`src/rtl/txck_pkg.sv`:
```
package txck_pkg;
  localparam int DIV_W = 12;
  localparam int SEL_W = 2;

  typedef enum logic [SEL_W-1:0] {
    SRC_DIV  = 2'd0,
    SRC_RX   = 2'd1,
    SRC_EXT  = 2'd2,
    SRC_NONE = 2'd3
  } src_e;
endpackage

```
`src/rtl/txck_divider.sv`:
```
module txck_divider #(
  parameter int W = 12
) (
  input  logic         clk,
  input  logic         rst_n,
  input  logic [W-1:0] div_val,
  output logic         div_lvl
);
  logic [W-1:0] div_q;
  logic [W-1:0] cnt_q;
  logic         lvl_q;
  logic         restart;

  assign restart = (div_val != div_q);

  always_ff @(posedge clk) begin
    if (!rst_n) begin
      div_q <= '0;
      cnt_q <= '0;
      lvl_q <= 1'b0;
    end else if (restart) begin
      div_q <= div_val;
      cnt_q <= '0;
      lvl_q <= 1'b0;
    end else if (div_q == '0) begin
      cnt_q <= '0;
      lvl_q <= 1'b0;
    end else if (cnt_q == div_q - W'(1)) begin
      cnt_q <= '0;
      lvl_q <= ~lvl_q;
    end else begin
      cnt_q <= cnt_q + W'(1);
    end
  end

  assign div_lvl = lvl_q;

  // a settled zero setting never raises the level
  p_off_low_r2: assert property (@(posedge clk) disable iff (!rst_n)
    (div_q == '0 && div_val == '0) |=> !div_lvl);
  // the counter stays inside one half period
  p_cnt_range_r3: assert property (@(posedge clk) disable iff (!rst_n)
    (div_q != '0) |-> (cnt_q < div_q));
  // a new setting restarts from a low level and zero count
  p_restart_r4: assert property (@(posedge clk) disable iff (!rst_n)
    restart |=> (!div_lvl && cnt_q == '0));
endmodule

```
`src/rtl/txck_sync.sv`:
```
module txck_sync #(
  parameter int STAGES = 2
) (
  input  logic clk,
  input  logic rst_n,
  input  logic d_async,
  output logic q_sync
);
  logic [STAGES-1:0] chain_q;

  generate
    for (genvar i = 0; i < STAGES; i++) begin : g_stage
      if (i == 0) begin : g_first
        always_ff @(posedge clk) begin
          if (!rst_n) chain_q[0] <= 1'b0;
          else        chain_q[0] <= d_async;
        end
      end else begin : g_next
        always_ff @(posedge clk) begin
          if (!rst_n) chain_q[i] <= 1'b0;
          else        chain_q[i] <= chain_q[i-1];
        end
      end
    end
  endgenerate

  assign q_sync = chain_q[STAGES-1];
endmodule

```
`src/rtl/txck_outstage.sv`:
```
module txck_outstage
  import txck_pkg::*;
(
  input  logic             clk,
  input  logic             rst_n,
  input  logic [SEL_W-1:0] src_sel,
  input  logic             inv_en,
  input  logic             pin_mode,
  input  logic             xfer_active,
  input  logic             div_lvl,
  input  logic             rx_lvl,
  input  logic             ext_lvl,
  output logic             tx_clk,
  output logic             pin_out,
  output logic             pin_oe
);
  logic src_lvl;
  logic drive;

  always_comb begin
    unique case (src_e'(src_sel))
      SRC_DIV: src_lvl = div_lvl;
      SRC_RX:  src_lvl = rx_lvl;
      SRC_EXT: src_lvl = ext_lvl;
      default: src_lvl = 1'b0;
    endcase
  end

  assign drive = (src_e'(src_sel) != SRC_EXT) && (!pin_mode || xfer_active);

  always_ff @(posedge clk) begin
    if (!rst_n) begin
      tx_clk  <= 1'b0;
      pin_out <= 1'b0;
      pin_oe  <= 1'b0;
    end else begin
      tx_clk  <= src_lvl ^ inv_en;
      pin_out <= drive & src_lvl;
      pin_oe  <= drive;
    end
  end

  // an input pin is never driven back
  p_ext_no_drive_r9: assert property (@(posedge clk) disable iff (!rst_n)
    (src_sel == SRC_EXT) |=> !pin_oe);
  // gated mode outside a transfer releases the pin
  p_gated_idle_r8: assert property (@(posedge clk) disable iff (!rst_n)
    (pin_mode && !xfer_active) |=> !pin_oe);
  // an undriven pin carries a low value
  p_idle_low_r8: assert property (@(posedge clk) disable iff (!rst_n)
    !pin_oe |-> !pin_out);
  // reserved source gives a low pin
  p_reserved_low_r10: assert property (@(posedge clk) disable iff (!rst_n)
    (src_sel == SRC_NONE) |=> !pin_out);
endmodule

```
`src/rtl/txck_clkgen.sv`:
```
module txck_clkgen
  import txck_pkg::*;
#(
  parameter int DW = DIV_W,
  parameter int SYNC_STAGES = 2
) (
  input  logic             clk,
  input  logic             rst_n,
  input  logic [DW-1:0]    div_val,
  input  logic [SEL_W-1:0] src_sel,
  input  logic             inv_en,
  input  logic             pin_mode,
  input  logic             xfer_active,
  input  logic             rx_clk_lvl,
  input  logic             ext_pin_raw,
  output logic             div_clk_lvl,
  output logic             tx_clk_lvl,
  output logic             pin_out,
  output logic             pin_oe
);
  logic ext_sync;

  txck_divider #(.W(DW)) u_div (
    .clk     (clk),
    .rst_n   (rst_n),
    .div_val (div_val),
    .div_lvl (div_clk_lvl)
  );

  txck_sync #(.STAGES(SYNC_STAGES)) u_sync (
    .clk     (clk),
    .rst_n   (rst_n),
    .d_async (ext_pin_raw),
    .q_sync  (ext_sync)
  );

  txck_outstage u_out (
    .clk         (clk),
    .rst_n       (rst_n),
    .src_sel     (src_sel),
    .inv_en      (inv_en),
    .pin_mode    (pin_mode),
    .xfer_active (xfer_active),
    .div_lvl     (div_clk_lvl),
    .rx_lvl      (rx_clk_lvl),
    .ext_lvl     (ext_sync),
    .tx_clk      (tx_clk_lvl),
    .pin_out     (pin_out),
    .pin_oe      (pin_oe)
  );
endmodule

```
`config.mk`:
```
export PLATFORM = sky130hd
export DESIGN_NAME = txck_clkgen
export DESIGN_NICKNAME = d
export VERILOG_FILES = /design/src/rtl/txck_pkg.sv /design/src/rtl/txck_divider.sv /design/src/rtl/txck_sync.sv /design/src/rtl/txck_outstage.sv /design/src/rtl/txck_clkgen.sv
export SDC_FILE = /design/constraint.sdc
export NUM_CORES = 1
export LEC_CHECK = 0
export BUFFER_PORTS_ARGS = -buffer_cell sky130_fd_sc_hd__buf_2
export CAP_MARGIN = 10
export CORE_MARGIN = 4
export CORE_UTILIZATION = 42
export DETAILED_ROUTE_END_ITERATION = 10
export PLACE_DENSITY_LB_ADDON = 0.3
export SLEW_MARGIN = 30
export SYNTH_ARGS = -nofsm -noshare
export SYNTH_HDL_FRONTEND = slang
export SYNTH_SLANG_ARGS = --single-unit
```
`constraint.sdc`:
```
create_clock -name clk -period 2.2 [get_ports clk]
set_input_delay 0.11 -clock clk [delete_from_list [all_inputs] [get_ports clk]]
set_output_delay 0.11 -clock clk [all_outputs]
set_load 0.05 [all_outputs]
```
## Word level (Yosys, flattened, before mapping)

Cells that the tools add are included.

- Equal/unequal tests: 5
- $add $sub $neg: 2
- Bitwise operators: 4
- Mux-type cells: 1
- Reductions and logical operators: 7

Operators by type and width:

| kind | count |
|---|---|
| 12-bit by 1-bit adder with 12-bit output, second input constant | 1 |
| 12-bit == test | 1 |
| 12-bit logical NOT | 1 |
| 12-bit != test | 1 |
| 12-bit by 1-bit subtractor with 12-bit output, second input constant | 1 |
| 4-bit OR reduction | 1 |
| 1-bit case mux with 3 select lines | 1 |
| 3-bit OR reduction | 1 |
| 2-bit by 1-bit == test with 1-bit output, second input constant | 1 |
| 2-bit == test, second input constant | 1 |
| 2-bit logical NOT | 1 |
| 2-bit != test, second input constant | 1 |
| 1-bit NOT | 2 |
| 1-bit AND | 1 |
| 1-bit logical AND | 1 |
| 1-bit logical NOT | 1 |
| 1-bit logical OR | 1 |
| 1-bit bitwise XOR | 1 |

- Output and inout port bits: 4
- Word-level logic and storage cells: 27
- Input port bits: 21
- Bits in registers: 30

## Logic depth before layout (Yosys ltp)

- Word-level depth: 4
- Mapped depth: 9
- Gate-level depth less buffers: 8

## Hierarchy

Synthesis repeated with hierarchy kept, for this count alone.

- Cell total of the unflattened synthesis: 177
- Area, all modules: 1619.1 sq um

Modules (own cells, without submodules):

| module | area each (sq um) | times used | cells each | sequential area each (sq um) |
|---|---|---|---|---|
| txck_divider | 1408.9 | 1 | 156 | 500.5 |
| txck_outstage | 157.7 | 1 | 17 | 60.1 |
| txck_sync | 52.6 | 1 | 4 | 40.0 |

## Least setup slack after synthesis

No wires, ideal clock.

- Path kind: reg2reg
- Start: register u_div.div_q[0]
- End: register u_div.lvl_q, in the netlist u_div.div_lvl
- Setup slack: 0.055 ns
- Library setup time: 0.070 ns
- Arrival time: 2.075 ns
- Required time: 2.130 ns
- Buffers on the path: 0
- Stages on the path, launching flop included: 9
- Clock period less this slack: 2.145 ns
- Path through: dfxtp_1 > inv_1 > ha_1 > nor3b_2 > a21oi_1 > xnor2_1 > a31o_1 > or4_1 > a21boi_1

- Longest elaborated chain between the ends: 2
- Elaborated cells on any way between the ends: 5
- Those cells by class: 1 x add/sub; 2 x eq/ne; 2 x reduce/logical

RTL lines:

| item | line | RTL |
|---|---|---|
| start: declaration | txck_divider.sv:9 | `logic [W-1:0] div_q;` |
| start signal: assignment | txck_divider.sv:22 | `div_q <= div_val;` |
| 12-bit by 1-bit subtractor with 12-bit output, or another cell as far along | txck_divider.sv:28 | `end else if (cnt_q == div_q - W'(1)) begin` |
| 12-bit == test or 3-bit OR reduction (tied branches) | -- |  |
| end signal: assignment | txck_divider.sv:30 | `lvl_q <= ~lvl_q;` |
| end: declaration | txck_divider.sv:11 | `logic lvl_q;` |

Parallel ways exist; a longest one is shown, timed or not.
A chain may end at the register's enable or synchronous reset.

## Worst setup path after layout

- Start: register u_div.div_q[1]
- End: register u_div.lvl_q, in the netlist u_div.div_lvl

The elaborated chain is that of the path after synthesis.

==> impl_metrics.yaml <==
sta:
  fin_tns_setup_ns: 0
  slew_headroom_pct: 69.3
  hold_viol: 0
  worst_pin_slew_ns: 0.456
  period_share_pct: 96.0
  skew_ns: 0.00625
  report.final.slew_viol_count: 0
  final.min_clock_period_ns: 2.11
  setup_viol_count_final: 0
  max_freq_mhz: 474
synth:
  ys_seq_area_share_pct: 37.5
  syn_avg_cell_area_um2: 9.16
  synthesis.instances: 175
  synthArstFlopShare_pct: 0
  yosys_warnings: 0
  synth_top_area_share_pct: 37.5
  synth_area_leaders: "dfxtp_1, xnor2_1, xor2_1, and2_1, nor2_1"
  synth-edff-count: 0
  yosysUniqueCellTypes: 41
  synth_top_cell_by_area: "dfxtp_1"
  ys_seq_elements: 30
  synth_area_mm2: 0.00160
  synthesis.nets: 198
  synth_flop_cell: "dfxtp_1"
floorplan:
  start_util_pct: 43.8
  ioPinCount: 25
  fp-row-count: 22
  fp.dieW_um: 69.8
  dieArea_mm2: 0.00487
  die_height_um: 69.8
  coreArea_mm2: 0.00366
cells_and_area:
  area_delta_synth_final_pct: 23.0
  final_core_util_pct: 53.9
  final_cell_count_no_fill: 259
  layout-drive-gt1-share_pct: 28.4
  nets: 233
  final_common_cell: "dfxtp_1"
  fillers: 330
  n_antenna_cell: 0
  layout.cells.most_common_list: "dfxtp_1, buf_2, xnor2_1"
  final_cell_area_mm2: 0.00197
routing:
  dr.pass1.iters: 4
  first_iter_violations: 50
  wl_um: 3330
  drt-vias-per-instance: 4.93
  num_vias: 1277
  drt.antenna.violating_nets: 0
  drt-wirelength-per-cell_um: 12.8
  drc_errors: 0
place:
  io_buffer_count: 24
  hpwlAfterDp_um: 2400
  place_inst: 248
  gp_congestion: 0.787
  dpl-instance-area_mm2: 0.00181
job:
  cap_violations: 0
worst_setup_path:
  crit_arrival_ns: 2.33
  cp-end-kind: "register"
  max_stage_delay_ns: 0.52
  worstPathCellList: "inv_2 > ha_4 > nor3b_4 > buf_4 > nand4_1 > a31o_1 > or4_1 > a21boi_1"
  cp_max_fo: 6
  critical_path_class: "reg -> reg"
  worstPathRequired_ns: 2.42
  startpoint_type: "register"
  cp_slowest_cell: "or4_1"
outcome:
  status: "complete, no violations"
global_routing:
  grt_pass1_wl_um: 5520
  grt_start_max_net_pins: 18
  grt_usage_pct: 14.3
  grt.overflow.total: 0
  antenna_found_initial: 0
  grt_pass1_vias: 1169
clock_tree:
  cts_max_level: 2
  cts_sinks: 30
  cts_tree: "built"
  cts-root-buf: "clkbuf_8"
  clkLatencyLatePin_ns: 0.29
  cts_max_path_buffers: 2
  cts.clk_slew.worst_paths_ns: 0.06
  cts_buffers: 5
power_and_ir_drop:
  powerDensity_mw_per_mm2: 619
  ir_drop_mv: 0.356
  p_leak_nw: 0.792
worst_hold_path:
  hold_class: "in -> reg"
final cells by class:
class | instances | area [um^2] | share of cell area (%)
Clock buffer | 7 | 86.3 | 4.38
Inverter | 6 | 22.5 | 1.14
Clock inverter | 1 | 5.00 | 0.254
Tap cell | 48 | 60.1 | 3.05
Timing Repair Buffer | 35 | 206 | 10.5
Sequential cell | 30 | 609 | 30.9
Multi-Input combinational cell | 132 | 982 | 49.8
synth_stat cells, types with 2 or more instances:
cell	count
clkbuf_1	2
nor4_1	3
or4_1	2
buf_2	4
and3_1	5
xor2_1	18
nor3_1	3
dfxtp_1	30
a31oi_1	3
nand3_1	5
ha_1	2
nand2b_1	2
o21ai_0	3
xnor2_1	20
inv_1	6
a21oi_1	3
nand2_1	4
nor2_1	19
nand4_1	4
and2_1	16
state kept, by name, summed over array words and instances, names as in the netlist:
name / cells
u_sync.q_sync: 1
u_out.pin_out: 1
u_div.div_lvl: 1
u_out.tx_clk: 1
u_div.div_q: 12
u_div.cnt_q: 12
u_out.pin_oe: 1
u_sync.chain_q: 1
where the power goes:
group / switching [mW] / total, mW / internal [mW]
combinational: 0.0903 / 0.183 / 0.0926
sequential: 0.0205 / 0.580 / 0.559
clock: 0.205 / 0.457 / 0.252
cells by family after synthesis:
logic type / synth area share [%]
compound gates: 8.67
xor+xnor: 20.8
fa+ha+maj: 1.56
buf+inv: 3.59
flops: 37.5
mux: 1.33
simple gates: 26.6
layer usage:
layer / track usage (%) / vias up / wire, um
met2: 20.1 / 26 / 1370
met1: 19.1 / 572 / 1700
met5: 0 / - / 0
met3: 6.52 / 10 / 160
li1: - / 669 / -
met4: 5.11 / 0 / 88
final timing paths:
kind / cells after the start / from / slack (ns) / to
worst max-delay path: 8 / u_div.div_q[1]$_SDFFE_PN0P_ / 0.09 / u_div.div_lvl$_SDFFE_PP0N_
worst min-delay path: 2 / pin_mode / 0.009 / u_out.pin_oe$_SDFF_PN0_
worst max register to register: 8 / u_div.div_q[1]$_SDFFE_PN0P_ / 0.09 / u_div.div_lvl$_SDFFE_PP0N_
worst min register to register: 1 / u_sync.chain_q[0]$_SDFF_PN0_ / 0.43 / u_sync.q_sync$_SDFF_PN0_
worst max-delay path: cells and delay by family, from the launching register on:
kind	cells	cell delay, ns
DFF	1	0.36
AOI/OAI and AO/OA	2	0.39
and+or+nand+nor	3	0.91
adders and majority gates	1	0.13
buffers and inverters	2	0.25
per-stage QoR:
| step | setup slack, ns | power (mW) | hold slack (ns) |
|---|---|---|---|
| 2_1_floorplan | 0.0551 | 0.700 | 0.210 |
| 3_3_place_gp | 0.0450 | 0.756 | 0.311 |
| 3_5_place_dp | -0.0102 | 0.756 | 0.310 |
| 4_1_cts | 0.0439 | 1.21 | 0.00623 |
| 5_1_grt | -0.0113 | 1.28 | 0.0242 |
| 6_report | 0.0887 | 1.22 | 0.00933 |
what timing repair did:
| item | 4_1_cts | 5_1_grt |
|---|---|---|
| hold buffers | 0 | 0 |
| gates resized for setup | 3 | 13 |
| pin swaps | 0 | 7 |
| endpoints found under the setup margin | 1 | 13 |
| setup buffers | 0 | 3 |
No activity file was read; power rests on OpenSTA's default activity.
